<file path="config.mk">
export PLATFORM = sky130hd
export DESIGN_NAME = sw_halfduplex_port
export DESIGN_NICKNAME = d
export VERILOG_FILES = /design/src/rtl/swp_pkg.sv /design/src/rtl/swp_sync.sv /design/src/rtl/swp_tick.sv /design/src/rtl/swp_rx.sv /design/src/rtl/swp_tx.sv /design/src/rtl/sw_halfduplex_port.sv
export SDC_FILE = /design/constraint.sdc
export NUM_CORES = 1
export LEC_CHECK = 0
export ABC_AREA = 1
export CAP_MARGIN = 20
export CORE_MARGIN = 1
export CORE_UTILIZATION = 45
export CTS_CLUSTER_DIAMETER = 30
export DETAILED_ROUTE_END_ITERATION = 7
export GPL_TIMING_DRIVEN = 0
export PLACE_DENSITY = 0.65
export SLEW_MARGIN = 0
export SYNTH_ARGS = -nofsm -noshare
export SYNTH_HDL_FRONTEND = slang
export SYNTH_SLANG_ARGS = --single-unit
export TNS_END_PERCENT = 10
</file>
<file path="constraint.sdc">
create_clock -name clk -period 7.07 [get_ports clk]
set_input_delay 1.414 -clock clk [delete_from_list [all_inputs] [get_ports clk]]
set_output_delay 1.414 -clock clk [all_outputs]
set_load 0.005 [all_outputs]
</file>
<file path="src/rtl/swp_pkg.sv">
package swp_pkg;

    localparam int DATA_W      = 8;
    localparam int OVS         = 16;
    localparam int HALF        = OVS / 2;
    localparam int FRAME_BITS  = DATA_W + 2;
    localparam int CNT_W       = $clog2(OVS);
    localparam int BITN_W      = $clog2(FRAME_BITS);
    localparam int GUARD_TX    = HALF;
    localparam int GUARD_RX    = OVS;
    localparam int GUARD_W     = $clog2(GUARD_RX + 1);

    typedef enum logic [2:0] {
        RX_IDLE,
        RX_START,
        RX_DATA,
        RX_STOP,
        RX_HOLDLOW
    } rx_state_e;

    typedef enum logic [0:0] {
        TX_IDLE,
        TX_SHIFT
    } tx_state_e;

    typedef struct packed {
        logic [DATA_W-1:0] data;
        logic              ferr;
    } rx_word_t;

    function automatic logic [FRAME_BITS-1:0] build_frame(input logic [DATA_W-1:0] d);
        return {1'b1, d, 1'b0};
    endfunction

endpackage

</file>
<file path="src/rtl/swp_sync.sv">
module swp_sync #(
    parameter int STAGES = 2
) (
    input  logic clk,
    input  logic rst,
    input  logic d_i,
    output logic q_o
);
    logic [STAGES-1:0] chain_q;

    always_ff @(posedge clk) begin
        if (rst) chain_q <= '1;
        else     chain_q <= {chain_q[STAGES-2:0], d_i};
    end

    assign q_o = chain_q[STAGES-1];
endmodule

</file>
<file path="src/rtl/swp_tick.sv">
module swp_tick #(
    parameter int DIV_W = 16
) (
    input  logic             clk,
    input  logic             rst,
    input  logic [DIV_W-1:0] div_i,
    output logic             tick_o
);
    logic [DIV_W-1:0] cnt_q;
    logic             tick_q;
    logic             wrap;

    assign wrap = (div_i <= DIV_W'(1)) || (cnt_q >= div_i - DIV_W'(1));

    always_ff @(posedge clk) begin
        if (rst) begin
            cnt_q  <= '0;
            tick_q <= 1'b0;
        end else if (wrap) begin
            cnt_q  <= '0;
            tick_q <= 1'b1;
        end else begin
            cnt_q  <= cnt_q + DIV_W'(1);
            tick_q <= 1'b0;
        end
    end

    assign tick_o = tick_q;


    tick_gap_chk: assert property (@(posedge clk) disable iff (rst)
        (tick_q && div_i > DIV_W'(1)) |=> !tick_q);
endmodule

</file>
<file path="src/rtl/swp_rx.sv">
module swp_rx
    import swp_pkg::*;
(
    input  logic              clk,
    input  logic              rst,
    input  logic              tick_i,
    input  logic              line_i,
    input  logic              block_i,
    output logic [DATA_W-1:0] rx_data_o,
    output logic              rx_valid_o,
    output logic              rx_ferr_o,
    output logic              busy_o,
    output logic              end_o
);
    rx_state_e         state_q;
    logic [CNT_W-1:0]  cnt_q;
    logic [BITN_W-1:0] bitn_q;
    logic [DATA_W-1:0] sh_q;
    rx_word_t          word_q;
    logic              valid_q;
    logic              end_q;

    always_ff @(posedge clk) begin
        if (rst) begin
            state_q <= RX_IDLE;
            cnt_q   <= '0;
            bitn_q  <= '0;
            sh_q    <= '0;
            word_q  <= '0;
            valid_q <= 1'b0;
            end_q   <= 1'b0;
        end else begin
            valid_q <= 1'b0;
            end_q   <= 1'b0;
            unique case (state_q)
                RX_IDLE: begin
                    cnt_q <= '0;
                    if (tick_i && !block_i && !line_i) state_q <= RX_START;
                end
                RX_START: if (tick_i) begin
                    if (cnt_q == CNT_W'(HALF - 1)) begin
                        cnt_q  <= '0;
                        bitn_q <= '0;
                        state_q <= line_i ? RX_IDLE : RX_DATA;
                    end else begin
                        cnt_q <= cnt_q + CNT_W'(1);
                    end
                end
                RX_DATA: if (tick_i) begin
                    if (cnt_q == CNT_W'(OVS - 1)) begin
                        cnt_q <= '0;
                        sh_q  <= {line_i, sh_q[DATA_W-1:1]};
                        if (bitn_q == BITN_W'(DATA_W - 1)) state_q <= RX_STOP;
                        else bitn_q <= bitn_q + BITN_W'(1);
                    end else begin
                        cnt_q <= cnt_q + CNT_W'(1);
                    end
                end
                RX_STOP: if (tick_i) begin
                    if (cnt_q == CNT_W'(OVS - 1)) begin
                        cnt_q       <= '0;
                        valid_q     <= 1'b1;
                        word_q.data <= sh_q;
                        word_q.ferr <= !line_i;
                        if (line_i) begin
                            state_q <= RX_IDLE;
                            end_q   <= 1'b1;
                        end else begin
                            state_q <= RX_HOLDLOW;
                        end
                    end else begin
                        cnt_q <= cnt_q + CNT_W'(1);
                    end
                end
                RX_HOLDLOW: if (line_i) begin
                    state_q <= RX_IDLE;
                    end_q   <= 1'b1;
                end
                default: state_q <= RX_IDLE;
            endcase
        end
    end

    assign rx_data_o  = word_q.data;
    assign rx_ferr_o  = word_q.ferr;
    assign rx_valid_o = valid_q;
    assign busy_o     = (state_q != RX_IDLE);
    assign end_o      = end_q;


    rx_pulse_chk: assert property (@(posedge clk) disable iff (rst)
        rx_valid_o |=> !rx_valid_o);


    ferr_hold_chk: assert property (@(posedge clk) disable iff (rst)
        (rx_valid_o && rx_ferr_o) |-> (state_q == RX_HOLDLOW));
endmodule

</file>
<file path="src/rtl/swp_tx.sv">
module swp_tx
    import swp_pkg::*;
(
    input  logic              clk,
    input  logic              rst,
    input  logic              tick_i,
    input  logic [DATA_W-1:0] tx_data_i,
    input  logic              tx_valid_i,
    output logic              tx_ready_o,
    input  logic              rx_busy_i,
    input  logic              rx_end_i,
    input  logic              line_i,
    output logic              active_o,
    output logic              bit_o
);
    tx_state_e             state_q;
    logic [FRAME_BITS-1:0] sh_q;
    logic [BITN_W-1:0]     bitn_q;
    logic [CNT_W-1:0]      cnt_q;
    logic [GUARD_W-1:0]    guard_q;
    logic                  ready;

    assign ready = (state_q == TX_IDLE) && (guard_q == '0) &&
                   !rx_busy_i && !rx_end_i && line_i;

    always_ff @(posedge clk) begin
        if (rst) begin
            state_q <= TX_IDLE;
            sh_q    <= '1;
            bitn_q  <= '0;
            cnt_q   <= '0;
            guard_q <= '0;
        end else begin
            unique case (state_q)
                TX_IDLE: begin
                    if (tx_valid_i && ready) begin
                        sh_q    <= build_frame(tx_data_i);
                        bitn_q  <= '0;
                        cnt_q   <= '0;
                        state_q <= TX_SHIFT;
                    end else if (rx_end_i) begin
                        guard_q <= GUARD_W'(GUARD_RX);
                    end else if (tick_i && guard_q != '0) begin
                        guard_q <= guard_q - GUARD_W'(1);
                    end
                end
                TX_SHIFT: if (tick_i) begin
                    if (cnt_q == CNT_W'(OVS - 1)) begin
                        cnt_q <= '0;
                        sh_q  <= {1'b1, sh_q[FRAME_BITS-1:1]};
                        if (bitn_q == BITN_W'(FRAME_BITS - 1)) begin
                            state_q <= TX_IDLE;
                            guard_q <= GUARD_W'(GUARD_TX);
                        end else begin
                            bitn_q <= bitn_q + BITN_W'(1);
                        end
                    end else begin
                        cnt_q <= cnt_q + CNT_W'(1);
                    end
                end
                default: state_q <= TX_IDLE;
            endcase
        end
    end

    assign tx_ready_o = ready;
    assign active_o   = (state_q == TX_SHIFT);
    assign bit_o      = (state_q == TX_SHIFT) ? sh_q[0] : 1'b1;


    tx_accept_chk: assert property (@(posedge clk) disable iff (rst)
        (tx_valid_i && tx_ready_o) |=> (state_q == TX_SHIFT));


    guard_after_tx_chk: assert property (@(posedge clk) disable iff (rst)
        $fell(active_o) |-> !tx_ready_o);
endmodule

</file>
<file path="src/rtl/sw_halfduplex_port.sv">
module sw_halfduplex_port
    import swp_pkg::*;
#(
    parameter int DIV_W = 16
) (
    input  logic              clk,
    input  logic              rst,
    input  logic [DIV_W-1:0]  div_i,
    input  logic              pin_i,
    output logic              pin_oe_o,
    output logic              pin_do_o,
    output logic [DATA_W-1:0] rx_data_o,
    output logic              rx_valid_o,
    output logic              rx_ferr_o,
    input  logic [DATA_W-1:0] tx_data_i,
    input  logic              tx_valid_i,
    output logic              tx_ready_o
);
    logic line_s;
    logic tick;
    logic rx_busy;
    logic rx_end;
    logic tx_active;
    logic tx_bit;

    swp_sync #(.STAGES(2)) u_sync (
        .clk (clk),
        .rst (rst),
        .d_i (pin_i),
        .q_o (line_s)
    );

    swp_tick #(.DIV_W(DIV_W)) u_tick (
        .clk    (clk),
        .rst    (rst),
        .div_i  (div_i),
        .tick_o (tick)
    );

    swp_rx u_rx (
        .clk        (clk),
        .rst        (rst),
        .tick_i     (tick),
        .line_i     (line_s),
        .block_i    (tx_active),
        .rx_data_o  (rx_data_o),
        .rx_valid_o (rx_valid_o),
        .rx_ferr_o  (rx_ferr_o),
        .busy_o     (rx_busy),
        .end_o      (rx_end)
    );

    swp_tx u_tx (
        .clk        (clk),
        .rst        (rst),
        .tick_i     (tick),
        .tx_data_i  (tx_data_i),
        .tx_valid_i (tx_valid_i),
        .tx_ready_o (tx_ready_o),
        .rx_busy_i  (rx_busy),
        .rx_end_i   (rx_end),
        .line_i     (line_s),
        .active_o   (tx_active),
        .bit_o      (tx_bit)
    );

    assign pin_oe_o = tx_active && !tx_bit;
    assign pin_do_o = tx_bit;


    no_overlap_chk: assert property (@(posedge clk) disable iff (rst)
        tx_active |-> !rx_busy);


    no_echo_chk: assert property (@(posedge clk) disable iff (rst)
        pin_oe_o |-> !rx_valid_o);
endmodule

</file>
==> results of run 1 <==
==> metrics by stage <==
| stage | worst slack [ns] | power [W] | util | hold slack, ns |
|---|---|---|---|---|
| finish | 3.133 | 0.001168 | 0.5568 | 0.4190 |
| global route | 2.783 | 0.001246 | 0.5568 | 0.4418 |
| CTS | 3.115 | 0.001180 | 0.5568 | 0.4265 |
| detailed placement | 2.738 | 0.0007440 | 0.5264 | 0.4076 |
| global placement | 2.788 | 0.0007355 | 0.5264 | 0.4064 |
| floorplan | 3.622 | 0.0006607 | - | 0.3895 |
==> sequential cells by signal, indices dropped and copies added (netlist names), 3 cells and up <==
signal and count:
u_tx.guard_q 5, u_tx.cnt_q 4, u_tick.cnt_q 16, u_rx.sh_q 8
u_tx.sh_q 9, u_rx.cnt_q 4, u_rx.rx_data_o 8, u_rx.state_q 3
u_tx.bitn_q 4, u_rx.bitn_q 4
==> worst max-delay path: stages <==
cell and delay [ns]:
clkdlybuf4s50_1 0.49, nor2_4 0.17, nand4_1 0.18, nor2_1 0.19, nand3_1 0.13, nor2_1 0.14
nand3b_1 0.08, nand2_1 0.07, inv_1 0.04, ha_1 0.30, a21oi_1 0.13, nand2_1 0.07
a21oi_1 0.25, nand4_4 0.22, buf_6 0.21, nand2_1 0.06, inv_1 0.04
==> routing by layer <==
| layer | wire (um) | share of wire | vias to the layer above | global-route usage |
|---|---|---|---|---|
| met2 | 4036 | 0.47 | 48 | 0.3180 |
| met4 | 119 | 0.014 | 0 | 0.06222 |
| met3 | 290 | 0.034 | 16 | 0.05396 |
| li1 | - | - | 1976 | - |
| met1 | 4078 | 0.48 | 1674 | 0.2511 |
| met5 | 0 | 0 | - | 0 |
==> synthesized netlist by cell type (2+ instances only) <==
library cell,n
nor2_1,80
xor2_1,19
nand2_1,132
nor3_1,17
xnor2_1,8
nand3_2,2
o21ai_1,2
a21oi_1,30
nor3_2,12
buf_6,2
ha_1,26
clkbuf_1,8
a211oi_1,2
inv_1,67
nand2_2,3
nand3_1,33
dfxtp_1,72
nand4_1,6
or2_2,2
o21ai_0,36
nor2_4,3
inv_2,6
==> cell families after synthesis <==
group                      synth area share
adders and majority gates           0.07958
AOI/OAI and AO/OA                   0.09581
and+or+nand+nor                      0.3303
DFF                                  0.3526
buffers and inverters               0.08387
xor gates and xnor gates            0.05785
==> cell type report <==
class	count	area, sq um
fillers	824	3884
multi-input cells	425	2303
flip-flops and latches	72	1441
repair buffers	39	390.4
inverters	75	286.5
clock inverters	7	142.6
well taps	108	135.1
clock buffers	9	123.9
plain buffers	11	56.30
==> power breakdown <==
part	leakage, nW	internal, W	switching, W
logic	1.34	0.000105	0.000164
registers	0.584	0.000443	0.0000203
clock network	0.134	0.000271	0.000164
==> worst max-delay path by stage <==
stage          depth (start not counted)  slack [ns]                     endpoint
6_report                              17        3.13     u_tick.tick_o$_SDFF_PP0_
5_1_grt                               16        2.78  u_tick.cnt_q[11]$_SDFF_PP0_
4_1_cts                               17        3.12     u_tick.tick_o$_SDFF_PP0_
3_5_place_dp                          16        2.74  u_tick.cnt_q[14]$_SDFF_PP0_
3_3_place_gp                          16        2.79   u_tick.cnt_q[1]$_SDFF_PP0_
2_1_floorplan                         16        3.62     u_tick.tick_o$_SDFF_PP0_
==> impl_metrics.csv, run 1 <==
group,metric,value,unit
timing,finalSetupTns,0,ns
global_route,grt_pass1_wl,15170,um
global_route,track_usage,0.1955,
cts,clock_sinks,72,
timing,max_slew_margin,0.5548,
final_layout,drive_gt1_frac,0.07680,
logic_synthesis,syn-cell-area,4088,sq um
run,drv_cap,0,
floorplanning,start_util,0.4664,
logic_synthesis,ys_ff_latch,72,
floorplanning,core_area,8763,sq um
worst_setup_path,crit_start,"div_i[2]",
global_route,grt_max_degree,14,
logic_synthesis,synth_flop_cell,"dfxtp_1",
final_layout,post_layout_nonfiller_instances,746,
worst_setup_path,start_kind,"primary input",
logic_synthesis,avgSynthCellArea,7.011,sq um
worst_setup_path,crit_path_end_kind,"flop",
place,dp_hpwl,6472,um
final_layout,fin_area,4880,sq um
cts,htreeDepth,3,
route,postRouteAntennaNets,0,
power,powerDensity,239.4,nW/um^2
logic_synthesis,synth_top_area_frac,0.3526,
route,routed-via-count,3714,
timing,timing.final.crit_share,0.5568,
logic_synthesis,syn-num-nets,637,
route,drtIter0Drc,128,
cts,cts_buffer_depth,2,
timing,maxSlewViolCount,0,
final_layout,n_antenna_cell,0,
worst_setup_path,cp.arrival,4.19,ns
floorplanning,ioPinCount,41,
route,firstDrtPassIters,4,
final_layout,area_growth,19.38,%
timing,period_minus_slack,3.937,ns
route,totalWireLength,8525,um
worst_setup_path,path_max_fanout,10,
cts,cts_resized,0,
place,numPlacedInstances,730,
timing,setup_violations,0,
logic_synthesis,synth_edf_count,0,
logic_synthesis,yosysSeqAreaShare,0.3526,
final_layout,nets,687,
timing,clock_skew,0.006786,ns
cts,cts_root_buf,"clkbuf_8",
logic_synthesis,ys_async_sr_fraction,0,
logic_synthesis,synthTopCellsByArea,"dfxtp_1, nand2_1, ha_1",
final_layout,final_common_cell,"nand2_1",
timing,worstMarginPinSlew,0.6678,ns
hold_path,min_from,"u_sync.chain_q[0]$_SDFF_PP1_",
cts,clkTransAtPathRegs,0.08,ns
power,peakVddDrop,0.0001125,V
place,placement.io_buffers,39,
cts,numCtsBuffers,9,
logic_synthesis,synth_area_leader_cell,"dfxtp_1",
run_status,status,"complete, no violations",
timing,hold_viol,0,
floorplanning,core.rowCount,34,
place,place_congestion,0.8469,
worst_setup_path,worstPathRequired,7.33,ns
global_route,grt_overflow_total,0,
logic_synthesis,ys_types,37,
worst_setup_path,critPathKind,"in -> reg",
cts,cts_tree,"built",
timing,max_freq,254.0,MHz
worst_setup_path,ff2ff_setup_slack,5.27,ns
hold_path,whs_path_depth,1,
hold_path,worstHoldEndpoint,"u_sync.chain_q[1]$_SDFF_PP1_",
logic_synthesis,yosysWarnings,0,
global_route,antenna_found_initial,0,
global_route,grt_pass1_vias,3447,
power,p_leak,2.062,nW
place,place_area,4613,sq um
route,wl_per_cell,11.43,um
cts,post_cts_buffers,0,
final_layout,final_cell_mix,"nand2_1, nor2_1, dfxtp_1",
hold_path,hp-class,"reg -> reg",
route,drcViolationCount,0,
timing,rsz0062_at_grt,"no",
route,vias_per_cell,4.979,
logic_synthesis,synthCells,583,
cts,cts_hold_buf,0,
worst_setup_path,r2r_cells,10,
worst_setup_path,r2r-end,"u_tick.tick_o$_SDFF_PP0_",
floorplanning,die_w,97.31,um
cts,clock_latency,0.36,ns
worst_setup_path,r2r-start,"u_tick.cnt_q[13]$_SDFF_PP0_",
floorplanning,die-area,9469,sq um
floorplanning,die_h,97.31,um
Note: power is estimated with default switching activity, not from simulation.
==> run 2: changes to the inputs <==
clock period = 4.1 ns   (was 7.07 ns; I/O delays follow)
==> results of run 2 <==
Same layout as run 1 (identical final DEF). Status: complete, no violations.
Main changes from that run: setup slack after placement 2.738 ns -> 0.3624 ns; setup slack after layout 3.133 ns -> 0.7574 ns; register-to-register setup slack 5.27 ns -> 2.30 ns; total power 0.001168 W -> 0.002014 W; worst IR drop on VDD 0.0001125 V -> 0.0001940 V
==> run 3: changes to the inputs <==
clock period = 3.2 ns   (was 4.1 ns; I/O delays follow)
==> impl_metrics.csv, run 3 (same netlist as run 1, synthesis figures left out) <==
group,metric,value,unit
run_status,status,"complete, no violations",
worst_setup_path,critPathMaxStageDelay,0.47,ns
final_layout,drive_gt1_frac,0.08906,
worst_setup_path,cp.arrival,3.23,ns
route,vias_per_cell,4.969,
place,dp_hpwl,6472,um
route,drcViolationCount,0,
route,postRouteAntennaNets,0,
worst_setup_path,crit_chain,"clkdlybuf4s50_1, inv_1, ha_1, nand2_2, nor2_4, nand2_1, o21ai_0, inv_1, ha_1, nand2_1, inv_1, nand3_1, nor3_2, nand2_1, nand4_4, buf_8, nor3_2",
worst_setup_path,critPathKind,"in -> reg",
route,wl_per_cell,11.49,um
worst_setup_path,start_kind,"primary input",
final_layout,area_growth,20.42,%
cts,cts_buffer_depth,2,
route,drtIter0Drc,141,
timing,timing.final.crit_share,0.9410,
timing,finalSetupTns,0,ns
global_route,antenna_found_initial,0,
floorplanning,ioPinCount,41,
final_layout,n_antenna_cell,0,
global_route,grt_pass1_vias,3447,
floorplanning,die_w,97.31,um
global_route,grt_pass1_wl,15170,um
power,powerDensity,524.3,nW/um^2
cts,clkTransAtPathRegs,0.08,ns
worst_setup_path,slowest_stage,"clkdlybuf4s50_1",
worst_setup_path,critPathTopFamily,"simple AND/OR/NAND/NOR gates",
power,p_leak,2.081,nW
worst_setup_path,r2r_cells,9,
route,routed-via-count,3717,
final_layout,final_common_cell,"nand2_1",
final_layout,final_cell_mix,"nand2_1, nor2_1, dfxtp_1",
cts,htreeDepth,3,
power,peakVddDrop,0.0002492,V
global_route,grt_overflow_total,0,
floorplanning,start_util,0.4664,
timing,maxSlewViolCount,0,
timing,hold_viol,0,
cts,clock_sinks,72,
final_layout,nets,689,
worst_setup_path,r2r-start,"u_tick.cnt_q[11]$_SDFF_PP0_",
cts,cts_tree,"built",
final_layout,top_register,"u_tick.cnt_q",
floorplanning,core_area,8763,sq um
cts,clock_latency,0.35,ns
worst_setup_path,ff2ff_setup_slack,1.47,ns
worst_setup_path,worstPathRequired,3.42,ns
worst_setup_path,path_max_fanout,10,
run,drv_cap,0,
timing,max_slew_margin,0.5444,
timing,setup_violations,0,
final_layout,largest_reg_flops,16,
hold_path,hp-class,"reg -> reg",
timing,max_freq,332.1,MHz
cts,numCtsBuffers,9,
worst_setup_path,crit_start,"div_i[0]",
worst_setup_path,r2r-end,"u_tick.cnt_q[2]$_SDFF_PP0_",
worst_setup_path,crit_path_end_kind,"flop",
timing,hold_slack,0.4197,ns
place,place_congestion,0.8469,
route,firstDrtPassIters,4,
timing,period_minus_slack,3.011,ns
place,place_area,4613,sq um
timing,worstMarginPinSlew,0.6834,ns
global_route,grt_max_degree,14,
route,totalWireLength,8594,um
worst_setup_path,endpoint,"u_tick.cnt_q[2]$_SDFF_PP0_",
cts,cts_root_buf,"clkbuf_8",
final_layout,fin_area,4922,sq um
floorplanning,die_h,97.31,um
timing,clock_skew,0.006697,ns
worst_setup_path,crit_cells,17,
place,placement.io_buffers,39,
global_route,track_usage,0.1955,
final_layout,largestRegisters,"u_tick.cnt_q x16, u_tx.sh_q x9",
floorplanning,core.rowCount,34,
worst_setup_path,cp_num_buf_inv,5,
floorplanning,die-area,9469,sq um
## run 3: through the flow
stage / total power [W] / utilization / instances / setup WS, ns
detailed placement: 0.001644 / 0.5264 / 730 / -0.3576
CTS: 0.002608 / 0.5568 / 746 / 0.01927
floorplan: 0.001460 / - / 583 / 0.5263
global placement: 0.001625 / 0.5264 / 730 / -0.3076
global route: 0.002754 / 0.5617 / 748 / -0.04809
finish: 0.002581 / 0.5617 / 748 / 0.1887
## run 3: worst register-to-register path, stage by stage, from the launching register on
cell and delay (ns):
dfxtp_1 0.36, ha_1 0.31, nand2_1 0.05, inv_1 0.07
nand3_1 0.09, nor3_2 0.19, nand2_1 0.12, nand4_4 0.19
buf_8 0.18, nor3_2 0.05
## run 3: worst min path at each step
stage	start	to	slack, ns	cells after the start
floorplan	u_sync.chain_q[0]$_SDFF_PP1_	u_sync.chain_q[1]$_SDFF_PP1_	0.39	1
global placement	u_sync.chain_q[0]$_SDFF_PP1_	u_sync.chain_q[1]$_SDFF_PP1_	0.41	1
detailed placement	u_sync.chain_q[0]$_SDFF_PP1_	u_sync.chain_q[1]$_SDFF_PP1_	0.41	1
CTS	u_sync.chain_q[0]$_SDFF_PP1_	u_sync.chain_q[1]$_SDFF_PP1_	0.43	1
global route	u_sync.chain_q[0]$_SDFF_PP1_	u_sync.chain_q[1]$_SDFF_PP1_	0.44	1
finish	u_sync.chain_q[0]$_SDFF_PP1_	u_sync.chain_q[1]$_SDFF_PP1_	0.42	1
## run 3: timing repair
| item | CTS | global route |
|---|---|---|
| endpoints found under the setup margin | 0 | 17 |
| gates resized for setup | 0 | 8 |
| setup buffers | 0 | 2 |
| hold buffers | 0 | 0 |
## run 3: power by group
part / total, W / switching (W) / internal [W]
Clock: 0.000960 / 0.000361 / 0.000599
Sequential: 0.00102 / 0.0000446 / 0.000979
Combinational: 0.000597 / 0.000365 / 0.000232
Total: 0.00258 / 0.000771 / 0.00181
## run 3: layer usage
metal | track usage | share of wire | wire, um
met1 | 0.2511 | 0.48 | 4087
met2 | 0.3180 | 0.47 | 4061
met3 | 0.05396 | 0.037 | 318
met4 | 0.06222 | 0.015 | 127
met5 | 0 | 0 | 0
## run 3: layout make-up
type,instances,area [sq um]
inverters,75,286.5
fillers,819,3841
repair buffers,41,407.9
clock buffers,9,123.9
multi-input cells,425,2325
well taps,108,135.1
clock inverters,7,142.6
plain buffers,11,60.06
flip-flops and latches,72,1441
